## src/rtl/bmul_pkg.sv

```systemverilog
package bmul_pkg;
    // One radix-4 digit: magnitude one-hot (one/two) plus sign.
    typedef struct packed {
        logic neg;
        logic one;
        logic two;
    } digit_t;
endpackage

```

## src/rtl/bmul_recode.sv

```systemverilog
module bmul_recode #(
    parameter int W = 8
) (
    input  logic [W-1:0]                  mplier,
    output bmul_pkg::digit_t [W/2-1:0]    dig
);
    for (genvar i = 0; i < W/2; i++) begin : g_dig
        logic hi, mid, lo;
        assign hi  = mplier[2*i+1];
        assign mid = mplier[2*i];
        if (i == 0) begin : g_first
            assign lo = 1'b0;
        end else begin : g_rest
            assign lo = mplier[2*i-1];
        end
        assign dig[i].neg = hi & ~(mid & lo);
        assign dig[i].one = mid ^ lo;
        assign dig[i].two = (hi & ~mid & ~lo) | (~hi & mid & lo);
    end
endmodule

```

## src/rtl/bmul_ppgen.sv

```systemverilog
module bmul_ppgen #(
    parameter int W  = 8,
    parameter int PW = 2 * W
) (
    input  logic [W-1:0]                  mcand,
    input  bmul_pkg::digit_t [W/2-1:0]    dig,
    output logic [W/2-1:0][PW-1:0]        rows,
    output logic [PW-1:0]                 corr
);
    for (genvar i = 0; i < W/2; i++) begin : g_pp
        logic [W:0] mag;
        logic [W:0] sel;
        always_comb begin
            if (dig[i].one)      mag = {mcand[W-1], mcand};
            else if (dig[i].two) mag = {mcand, 1'b0};
            else                 mag = '0;
            sel = mag ^ {(W+1){dig[i].neg}};
        end
        // full-width sign extension, then weight by 4^i
        assign rows[i] = {{(PW-W-1){sel[W]}}, sel} << (2*i);
    end

    // +1 completions for inverted (negative) multiples
    always_comb begin
        corr = '0;
        for (int i = 0; i < W/2; i++) corr[2*i] = dig[i].neg;
    end
endmodule

```

## src/rtl/bmul_csa.sv

```systemverilog
module bmul_csa #(
    parameter int PW = 16,
    parameter int NR = 5
) (
    input  logic [NR-1:0][PW-1:0] rows_in,
    output logic [PW-1:0]         sum_row,
    output logic [PW-1:0]         carry_row
);
    logic [PW-1:0] cur [NR];
    logic [PW-1:0] nxt [NR];
    logic [PW-1:0] x, y, z;
    int n, m, q;

    always_comb begin
        for (int k = 0; k < NR; k++) cur[k] = rows_in[k];
        for (int k = 0; k < NR; k++) nxt[k] = '0;
        x = '0; y = '0; z = '0;
        n = NR; m = 0; q = 0;
        for (int lvl = 0; lvl < NR; lvl++) begin
            if (n > 2) begin
                for (int k = 0; k < NR; k++) nxt[k] = '0;
                m = 0;
                q = n / 3;
                for (int g = 0; g < NR; g++) begin
                    if (g < q) begin
                        x = cur[3*g];
                        y = cur[3*g+1];
                        z = cur[3*g+2];
                        nxt[m]   = x ^ y ^ z;
                        nxt[m+1] = ((x & y) | (x & z) | (y & z)) << 1;
                        m = m + 2;
                    end
                end
                for (int j = 0; j < NR; j++) begin
                    if (3*q + j < n) begin
                        nxt[m] = cur[3*q + j];
                        m = m + 1;
                    end
                end
                for (int k = 0; k < NR; k++) cur[k] = nxt[k];
                n = m;
            end
        end
        sum_row   = cur[0];
        carry_row = (n > 1) ? cur[1] : '0;
    end
endmodule

```

## src/rtl/bmul_ksa.sv

```systemverilog
module bmul_ksa #(
    parameter int PW = 16
) (
    input  logic [PW-1:0] x,
    input  logic [PW-1:0] y,
    output logic [PW-1:0] s
);
    localparam int LV = $clog2(PW);

    logic [LV:0][PW-1:0]   gg;
    logic [LV-1:0][PW-1:0] pp;

    assign gg[0] = x & y;
    assign pp[0] = x ^ y;

    for (genvar l = 0; l < LV; l++) begin : g_lvl
        for (genvar i = 0; i < PW; i++) begin : g_bit
            if (i >= (1 << l)) begin : g_op
                assign gg[l+1][i] = gg[l][i] | (pp[l][i] & gg[l][i-(1<<l)]);
                if (l + 1 < LV) begin : g_p
                    assign pp[l+1][i] = pp[l][i] & pp[l][i-(1<<l)];
                end
            end else begin : g_pass
                assign gg[l+1][i] = gg[l][i];
                if (l + 1 < LV) begin : g_p
                    assign pp[l+1][i] = pp[l][i];
                end
            end
        end
    end

    assign s = pp[0] ^ {gg[LV][PW-2:0], 1'b0};

    logic unused_cout;
    assign unused_cout = gg[LV][PW-1];
endmodule

```

## src/rtl/r4_mult.sv

```systemverilog
module r4_mult #(
    parameter int W       = 8,
    parameter bit REG_OUT = 1'b1
) (
    input  logic           clk,
    input  logic           rst_n,
    input  logic [W-1:0]   a,
    input  logic [W-1:0]   b,
    output logic [2*W-1:0] product
);
    localparam int ND = W / 2;
    localparam int PW = 2 * W;
    localparam int NR = ND + 1;

    typedef struct packed {
        logic [PW-1:0] prod;
    } state_t;

    bmul_pkg::digit_t [ND-1:0] dig;
    logic [ND-1:0][PW-1:0]     pp_rows;
    logic [PW-1:0]             corr;
    logic [NR-1:0][PW-1:0]     all_rows;
    logic [PW-1:0]             sum_row, carry_row, sum_w;
    state_t                    state_d, state_q;

    bmul_recode #(.W(W)) u_recode (.mplier(b), .dig(dig));

    bmul_ppgen #(.W(W), .PW(PW)) u_ppgen (
        .mcand(a), .dig(dig), .rows(pp_rows), .corr(corr)
    );

    always_comb begin
        for (int i = 0; i < ND; i++) all_rows[i] = pp_rows[i];
        all_rows[ND] = corr;
    end

    bmul_csa #(.PW(PW), .NR(NR)) u_csa (
        .rows_in(all_rows), .sum_row(sum_row), .carry_row(carry_row)
    );

    bmul_ksa #(.PW(PW)) u_ksa (.x(sum_row), .y(carry_row), .s(sum_w));

    always_comb begin
        state_d      = '0;
        state_d.prod = sum_w;
    end

    if (REG_OUT) begin : g_reg
        always_ff @(posedge clk or negedge rst_n) begin
            if (!rst_n) state_q <= '0;
            else        state_q <= state_d;
        end
        assign product = state_q.prod;
    end else begin : g_comb
        assign state_q = state_d;
        assign product = state_q.prod;
        logic unused_clk;
        assign unused_clk = clk ^ rst_n;
    end
endmodule

```

## config.mk

```make
export PLATFORM = sky130hd
export DESIGN_NAME = r4_mult
export DESIGN_NICKNAME = d
export VERILOG_FILES = /design/src/rtl/bmul_pkg.sv /design/src/rtl/bmul_recode.sv /design/src/rtl/bmul_ppgen.sv /design/src/rtl/bmul_csa.sv /design/src/rtl/bmul_ksa.sv /design/src/rtl/r4_mult.sv
export SDC_FILE = /design/constraint.sdc
export NUM_CORES = 1
export LEC_CHECK = 0
export BUFFER_PORTS_ARGS = -buffer_cell sky130_fd_sc_hd__clkbuf_2
export CORE_MARGIN = 1
export CORE_UTILIZATION = 55
export DETAILED_ROUTE_END_ITERATION = 8
export HOLD_SLACK_MARGIN = 0.08
export PLACE_DENSITY = 0.74
export SLEW_MARGIN = 20
export SYNTH_ARGS = -nofsm -noshare
export SYNTH_HDL_FRONTEND = slang
export SYNTH_HIERARCHICAL = 1
export SYNTH_SLANG_ARGS = --single-unit
```

## constraint.sdc

```tcl
create_clock -name clk -period 0.8 [get_ports clk]
set_input_delay 0 -clock clk [delete_from_list [all_inputs] [get_ports clk]]
set_output_delay 0 -clock clk [all_outputs]
set_load 0.02 [all_outputs]
```

* After elaboration in Yosys (flattened, before gate mapping)
Cells that the tools add are included.
** Cells by class
- Muxes and demuxes :: 8
- Bitwise gates (word level) :: 185
** Operators with widths (number)
- AND 15 bit :: 8
- XOR 16 bit :: 7
- AND 1 bit :: 95
- OR 15 bit :: 6
- two-way mux 9 bit :: 8
- OR 1 bit :: 48
- XOR 9 bit :: 4
- AND 15 x 7 -> 15 bit :: 2
- XOR 16 x 7 -> 16 bit :: 1
- inverter 1 bit :: 11
- XOR 1 bit :: 3
** Word-level totals
- Output and inout bits :: 16
- Register bits after elaboration :: 16
- Input port bits :: 18

* Longest topological paths before layout
Gate-level depths: netlist of the first run.
- Word-level depth :: 25
- Depth in mapped cells :: 16
- Mapped depth without buffers :: 14

* Hierarchy
The synthesis of the first run kept the hierarchy.
** Modules (own cells, without submodules)
- bmul_ppgen :: area each 1808.0 µm², sequential area each 0.0 µm², instances 1, cells an instance 233
- bmul_csa :: area each 989.7 µm², sequential area each 0.0 µm², instances 1, cells an instance 59
- bmul_ksa :: area each 762.0 µm², sequential area each 0.0 µm², instances 1, cells an instance 100
- r4_mult :: area each 400.4 µm², sequential area each 400.4 µm², instances 1, cells an instance 16
- bmul_recode :: area each 137.6 µm², sequential area each 0.0 µm², instances 1, cells an instance 18

* Least setup slack after synthesis of the first run
OpenSTA, ideal clock, no wires.
- Kind :: input to register
- Start :: in b[1]
- End :: reg state_q (netlist bit product[15])
- Setup slack :: -2.887 ns
- Setup time :: 0.124 ns
- Stages :: 15
- Arrival :: 3.563 ns
- Cells stage by stage :: ha_1 -> clkbuf_1 -> o21ai_1 -> xnor2_1 -> buf_4 -> fa_1 -> fa_1 -> fa_1 -> ha_1 -> buf_2 -> nand3_1 -> o211ai_1 -> o31ai_1 -> o211ai_2 -> xnor2_1
** RTL lines
- from (decl) :: RTL line r4_mult.sv:8 : input logic [W-1:0] b,
- to (signal assigned) :: RTL line r4_mult.sv:51 : else state_q <= state_d;
- to (decl) :: RTL line r4_mult.sv:24 : state_t state_d, state_q;

==> results.yml, run 1 <==
cells_and_area:
  largest_register_ffs: 16
  syn2layout_area_growth_pct: 29.5
  drive_gt1_share_pct: 44.4
  nets: 582
  layout_commonest_cell: "buf_4"
  final_area_um2: 5310
  n_antenna_cell: 0
  fin_util_pct: 73.6
  final_cell_mix: "buf_4, fa_1, a21oi_1, nand3b_1"
routing:
  wl_per_cell_um: 15.5
  drc_errors: 0
  drt_iter0_drc: 103
  routed_via_density: 5.60
  routed_wl_mm: 9.24
  postRouteAntennaNets: 0
  first_pass_iters: 4
  vias: 3341
die:
  coreArea_um2: 7210
  fp.dieArea_um2: 7800
  die_y_um: 88.3
  rows: 31
  ios: 34
  dieWidth_um: 88.3
  initial_core_util_pct: 56.8
clocking:
  htree_levels: 1
  cts.sinks: 16
  cts_buffer_depth: 2
  cts_tree: "done"
  clk_pin_slew_worst_paths_ns: 0.06
  clockRootBuffer: "clkbuf_8"
  cts-buffers-inserted: 3
power_and_ir_drop:
  total_power_mw: 22.9
  p_per_area_nw_per_um2: 4320
  power.leakage_nw: 2.36
  ir_drop_uv: 2140
synth:
  synth-seq-cells: 16
  synth_cells: 426
  synth_warnings: 6
  ys_seq_area_share_pct: 9.77
  synth.avg_cell_area_um2: 9.62
  synth_area_um2: 4100
  yosysTopAreaCellShare_pct: 21.5
  netlist-cell-type-count: 41
  netlist_top_cells_area: "fa_1, buf_4, dfrtp_1"
  synth_top_area_cell: "fa_1"
job:
  max_cap_viol_count: 0
global_routing:
  antenna_found_initial: 0
  grt_pass1_wl_mm: 15.1
  grt.total_usage_pct: 24.4
  grt_pass1_vias: 3215
  grt_max_degree: 25
  grt-ovfl-total: 0
timing:
  rsz0062_at_grt: "yes"
  fin_tns_setup_ns: -36.93
  worst_pin_slew_ns: 0.566
  period_needed_ns: 3.49
  slew_viol_final: 0
  max_freq_mhz: 286
  finalSetupViolCount: 16
  max_slew_margin_pct: 62.1
  period_share_pct: 436
  hold_viol_final: 0
  final.setup.worst_slack_ns: -2.69
setup_path:
  critPathMaxFanout: 6
  crit_required_ns: 0.96
  critPathKind: "input pin to register"
  crit_arrival_ns: 3.65
  cp-end-kind: "register"
  critPathLaunchType: "input pin"
placed_design:
  post_dp_cell_area_um2: 4720
  io_buffer_count: 33
  gp_congestion: 0.861
  dp_hpwl_mm: 6.99
run_status:
  run_status: "finished with violations"
  violations: "negative setup slack"
hold_path:
  holdCritPathClass: "input pin to asynchronous set/reset pin"
[power by group]
part | switching [mW] | leakage [nW] | internal (mW) | total [mW]
clock network | 0.243 | 0.0216 | 0.333 | 0.576
logic | 10.1 | 2.15 | 10.8 | 20.9
registers | 0.0953 | 0.187 | 1.42 | 1.52
[final timing paths]
check,start,end,slack [ns],depth (start not counted)
max,b[3],product[12],-2.69,16
min,rst_n,product[0],0.19,2
max in group asynchronous,rst_n,product[10],0.34,2
min in group clk,b[1],product[0],0.44,4
[synth_stat cells (all sizes together)]
| master | instances |
|---|---|
| nand2b | 5 |
| conb | 2 |
| nand3 | 6 |
| o211ai | 6 |
| and4b | 28 |
| and3 | 28 |
| a211oi | 30 |
| nor2b | 5 |
| o221a | 1 |
| o21a | 3 |
| a21oi | 40 |
| buf | 80 |
| clkbuf | 1 |
| fa | 44 |
| xor2 | 4 |
| dfrtp | 16 |
| nor3b | 1 |
| a31oi | 1 |
| nand4b | 1 |
| o211a | 1 |
| nand2 | 14 |
| nor3 | 2 |
| and4 | 1 |
| nor2 | 3 |
| xnor2 | 19 |
| o31ai | 1 |
| inv | 11 |
| a21o | 5 |
| nand3b | 31 |
| and2b | 1 |
| xnor3 | 2 |
| o21ai | 11 |
| nand4 | 2 |
| ha | 20 |
[critical path: stages]
cell and delay, ns:
clkbuf_16 0.14, nand3b_1 0.20, o21ai_4 0.11, buf_4 0.14, nand3b_1 0.08, a211oi_2 0.31, fa_1 0.47, fa_1 0.51
fa_1 0.45, ha_4 0.28, a21oi_4 0.15, buf_4 0.15, o21ai_0 0.12, a21oi_1 0.24, nand4b_1 0.15, o211ai_1 0.12
[logic make-up after synthesis]
kind of cell    after synthesis  synth area share (%)
other cells                   2                 0.183
simple gates                128                  22.0
fa+ha+maj                    64                  27.6
buf+inv                      92                  15.1
xor+xnor                     25                  6.02
flops                        16                  9.77
compound gates               99                  19.4
[routing by layer]
layer	global-route usage, %	routed length [µm]	vias up
met5	0	0	-
met4	5.57	176	0
met3	0.746	317	19
met2	46.3	4960	84
met1	30.5	3790	1623
li1	-	-	1615
[final cells by class]
type	instances	area (µm²)
fill	526	1910
timing repair buffer	127	1080
multi-input combinational	341	3610
clock buffer	3	41.3
sequential	16	400
tap	99	124
inverter	11	41.3
[per-stage QoR]
stage	hold WS [ns]	std cells	setup slack, ns
6_report	0.195	597	-2.69
5_1_grt	0.253	597	-2.84
4_1_cts	0.201	592	-2.69
3_5_place_dp	-0.0716	578	-3.11
3_3_place_gp	-0.0771	578	-3.02
2_1_floorplan	-0.296	449	-2.76
[timing repair]
item                       CTS  global route
buffers inserted            10             6
pin swaps                   42            20
setup endpoints to repair   16            16
hold endpoints to repair    16             0
resized for setup           51            26
hold buffers                 1             0
gates cloned                 1             0
Note: power is estimated with default switching activity, not from simulation.
==> run 2, diff against run 1 <==
--- a/config.mk
+++ b/config.mk
@@ -6,6 +6,7 @@
 export NUM_CORES = 1
 export LEC_CHECK = 0
 export BUFFER_PORTS_ARGS = -buffer_cell sky130_fd_sc_hd__clkbuf_2
+export CORE_ASPECT_RATIO = 1.5
 export CORE_MARGIN = 1
 export CORE_UTILIZATION = 55
 export DETAILED_ROUTE_END_ITERATION = 8
==> results.yml, run 2 (synthesis gave the netlist of run 1 again) <==
power_and_ir_drop:
  power.internal_mw: 12.7
  power.leakage_nw: 2.37
  switching_share_pct: 45.4
  combPwrFrac_pct: 91.0
  clkPwrFrac_pct: 2.5
  p_per_area_nw_per_um2: 4340
  power_switching_mw: 10.5
  ir_drop_uv: 2060
  seqPwrFrac_pct: 6.5
setup_path:
  crit_chain: "clkbuf_16 -> ha_4 -> buf_6 -> buf_4 -> nand3b_1 -> a211oi_4 -> fa_1 -> fa_2 -> fa_1 -> ha_4 -> o211ai_1 -> buf_4 -> o21ai_4 -> nand2_2 -> o21a_1 -> o211a_1"
  crit_arrival_ns: 3.64
  critPathKind: "input pin to register"
  cp_top_family: "adder cells"
  crit_path_top_delay_cell: "fa_1"
  cp-end-kind: "register"
  slowest_delay_ns: 0.48
  crit_buf_inv: 4
  critPathMaxFanout: 5
  critPathLaunchType: "input pin"
  crit_required_ns: 0.93
die:
  rows: 38
  die_y_um: 108
  coreArea_um2: 7230
  initial_core_util_pct: 56.7
  ios: 34
  fp.dieArea_um2: 7810
  dieWidth_um: 72.5
job:
  max_cap_viol_count: 0
timing:
  max_freq_mhz: 285
  final.setup.worst_slack_ns: -2.71
  period_needed_ns: 3.51
  finalSetupViolCount: 16
  rsz0062_at_grt: "yes"
  period_share_pct: 439
  whs_ns: 0.196
  slew_viol_final: 0
  hold_viol_final: 0
run_status:
  run_status: "finished with violations"
  violations: "negative setup slack"
routing:
  routed_via_density: 5.58
  drt_iter0_drc: 112
  routed_wl_mm: 9.37
  vias: 3378
  drc_errors: 0
  first_pass_iters: 4
  wl_per_cell_um: 15.5
  postRouteAntennaNets: 0
placed_design:
  gp_congestion: 0.831
  io_buffer_count: 33
  dp_hpwl_mm: 6.67
hold_path:
  holdCritPathClass: "input pin to asynchronous set/reset pin"
cells_and_area:
  final_cell_mix: "buf_4, fa_1, a21oi_1, nand3b_1, clkbuf_2"
  largest_register_ffs: 16
  fillCellCount: 523
  drive_gt1_share_pct: 44.6
  fin_util_pct: 74.0
  layout_commonest_cell: "buf_4"
  n_antenna_cell: 0
  nets: 589
  syn2layout_area_growth_pct: 30.4
global_routing:
  grt.total_usage_pct: 24.3
  grt_pass1_wl_mm: 15.2
  grt-ovfl-total: 0
  grt_pass1_vias: 3386
  antenna_found_initial: 0
  grt_max_degree: 25
clocking:
  cts_tree: "done"
  clockRootBuffer: "clkbuf_8"
  clk_pin_slew_worst_paths_ns: 0.06
  htree_levels: 1
  cts.sinks: 16
  cts_buffer_depth: 2
  cts-buffers-inserted: 3
[run 2: cell types whose count changed in the layout (fill, tap and decap cells not counted), moves of 3 or more]
cell	change
xnor2_2	-3
buf_4	+4
nand3_1	-3
buf_12	-3
buf_6	+4
[run 2: worst max-delay path by stage]
stage	end	from	slack, ns	depth (start not counted)
2_1_floorplan	product[15]	b[1]	-2.76	16
3_3_place_gp	product[15]	b[3]	-3.08	15
3_5_place_dp	product[15]	b[3]	-3.17	15
4_1_cts	product[11]	b[1]	-2.68	15
5_1_grt	product[13]	b[3]	-2.83	16
6_report	product[13]	b[1]	-2.71	16
[run 2: final cells by class]
class	count	area, µm²	area share (%)
inverter	11	43.8	0.819
multi-input combinational	341	3630	68.0
sequential	16	400	7.49
tap	100	125	2.34
clock buffer	3	41.3	0.772
timing repair buffer	134	1100	20.6
[run 2: power by group through the flow]
stage / Clock (mW) / Sequential, mW / Combinational (mW)
2_1_floorplan: 0 / 2.08 / 11.5
3_3_place_gp: 0 / 1.52 / 16.0
3_5_place_dp: 0 / 1.53 / 16.6
4_1_cts: 0.586 / 1.51 / 18.7
5_1_grt: 0.613 / 1.56 / 22.9
6_report: 0.572 / 1.51 / 21.1
[run 2: repair_timing]
action                                  CTS  global route
pin swaps                                37            33
resized for setup                        48            31
setup buffers                            21             5
hold endpoints to repair                 16             0
endpoints found under the setup margin   16            16
hold buffers                              1             0
cloned                                    1             1
[run 2: layer usage]
metal | share of wire (%) | routed length, µm | global-route usage (%)
met1 | 39 | 3690 | 27.5
met2 | 56 | 5200 | 46.7
met3 | 1.5 | 142 | 1.03
met4 | 3.6 | 338 | 9.38
met5 | 0 | 0 | 0
[run 2: stage by stage]
| stage | power [mW] | std cells | cell area (µm²) | TNS (ns) | worst slack (ns) |
|---|---|---|---|---|---|
| after floorplan | 13.6 | 449 | 4470 | -35.86 | -2.76 |
| after global placement | 17.6 | 573 | 4670 | -41.93 | -3.08 |
| after detailed placement | 18.1 | 573 | 4670 | -43.04 | -3.17 |
| after CTS | 20.8 | 599 | 5140 | -37.08 | -2.68 |
| after global routing | 25.0 | 605 | 5350 | -39.21 | -2.83 |
| final | 23.2 | 605 | 5350 | -37.61 | -2.71 |
==> run 3, diff against run 2 <==
--- a/config.mk
+++ b/config.mk
@@ -12,6 +12,7 @@
 export DETAILED_ROUTE_END_ITERATION = 8
 export HOLD_SLACK_MARGIN = 0.08
 export PLACE_DENSITY = 0.74
+export SETUP_SLACK_MARGIN = 0.1
 export SLEW_MARGIN = 20
 export SYNTH_ARGS = -nofsm -noshare
 export SYNTH_HDL_FRONTEND = slang
==> results.yml, run 3 (synthesis gave the netlist of run 1 again) <==
run_status:
  run_status: "finished with violations"
  violations: "negative setup slack"
timing:
  finalSetupViolCount: 16
  rsz0062_at_grt: "yes"
  whs_ns: 0.197
  max_freq_mhz: 283
  hold_viol_final: 0
  fin_tns_setup_ns: -37.67
  period_needed_ns: 3.54
  period_share_pct: 442
  slew_viol_final: 0
  final.setup.worst_slack_ns: -2.74
power_and_ir_drop:
  p_per_area_nw_per_um2: 4330
  power.leakage_nw: 2.44
  clkPwrFrac_pct: 2.4
  power_switching_mw: 10.6
  seqPwrFrac_pct: 6.6
  combPwrFrac_pct: 91.0
  switching_share_pct: 44.4
  power.internal_mw: 13.3
  ir_drop_uv: 2580
routing:
  drt_iter0_drc: 137
  routed_via_density: 5.63
  first_pass_iters: 5
  wl_per_cell_um: 15.7
  routed_wl_mm: 9.56
  postRouteAntennaNets: 0
  drc_errors: 0
  vias: 3424
cells_and_area:
  nets: 592
  largest_register_ffs: 16
  syn2layout_area_growth_pct: 34.5
  final_cell_mix: "buf_4, fa_1, a21oi_1, nand3b_1"
  fillCellCount: 489
  n_antenna_cell: 0
  drive_gt1_share_pct: 45.3
  layout_commonest_cell: "buf_4"
clocking:
  cts_buffer_depth: 2
  cts-buffers-inserted: 3
  cts.sinks: 16
  clockRootBuffer: "clkbuf_8"
  htree_levels: 1
  cts_tree: "done"
  clk_pin_slew_worst_paths_ns: 0.06
placed_design:
  io_buffer_count: 33
  dp_hpwl_mm: 6.67
  gp_congestion: 0.831
  place_ws_ns: -3.17
global_routing:
  grt.total_usage_pct: 24.5
  grt_pass1_wl_mm: 15.3
  antenna_found_initial: 0
  grt_max_degree: 25
  grt-ovfl-total: 0
  grt_pass1_vias: 3412
die:
  ios: 34
  coreArea_um2: 7230
  rows: 38
  die_y_um: 108
  fp.dieArea_um2: 7810
  dieWidth_um: 72.5
  initial_core_util_pct: 56.7
setup_path:
  cp-end-kind: "register"
  critPathKind: "input pin to register"
  crit_required_ns: 0.93
  critPathMaxFanout: 5
  critPathLaunchType: "input pin"
  crit_arrival_ns: 3.67
job:
  max_cap_viol_count: 0
hold_path:
  holdCritPathClass: "input pin to asynchronous set/reset pin"
-- run 3: changes by cell type in the layout (fill, tap and decap cells not counted), sizes merged --
cell,change
buf,+4
clkbuf,-1
-- run 3: what timing repair did --
item / 4_1_cts / 5_1_grt
gates resized for setup: 76 / 34
setup buffers: 21 / 8
hold endpoints to repair: 16 / 0
pin swaps: 37 / 33
hold buffers: 1 / 0
setup endpoints to repair: 32 / 32
cloned: 1 / 1
-- run 3: final cells by class --
cell class | count | area [µm²] | area share, %
multi-input combinational | 341 | 3640 | 66.0
clock buffer | 3 | 41.3 | 0.749
sequential | 16 | 400 | 7.26
timing repair buffer | 137 | 1260 | 23.0
inverter | 11 | 43.8 | 0.795
tap | 100 | 125 | 2.27
-- run 3: worst max-delay path by stage --
stage,start,end
2_1_floorplan,b[1],product[15]
3_3_place_gp,b[3],product[15]
3_5_place_dp,b[3],product[15]
4_1_cts,b[1],product[11]
5_1_grt,b[3],product[12]
6_report,b[1],product[13]
-- run 3: stage by stage --
step	power, mW	cells	cell area, µm²	util [%]
floorplan	13.6	449	4470	-
global placement	17.6	573	4670	64.6
detailed placement	18.1	573	4670	64.6
CTS	21.5	599	5280	73.1
global route	25.8	608	5510	76.3
finish	23.9	608	5510	76.3
-- run 3: routing by layer --
layer / part of all wire, % / track usage [%] / vias up
met1: 38 / 27.6 / 1674
met4: 3.6 / 9.80 / 0
li1: - / - / 1633
met3: 2.3 / 1.40 / 25
met2: 56 / 46.9 / 92
met5: 0 / 0 / -
-- run 3: worst max-delay path, cell delays in order --
cell,delay [ns]
clkbuf_16,0.13
ha_4,0.25
buf_6,0.13
buf_4,0.14
nand3b_1,0.20
a211oi_4,0.25
fa_1,0.46
fa_2,0.42
fa_1,0.48
ha_4,0.31
o211ai_1,0.12
buf_4,0.17
o21ai_4,0.14
nand2_2,0.11
o21a_1,0.21
o211a_1,0.12
-- run 3: power by group through the flow --
stage                     sequential (mW)  combinational, mW  clock (mW)
after CTS                            1.58               19.3       0.586
after global routing                 1.61               23.5       0.623
after global placement               1.52               16.0           0
after detailed placement             1.53               16.6           0
after floorplan                      2.08               11.5           0
final                                1.58               21.7       0.575
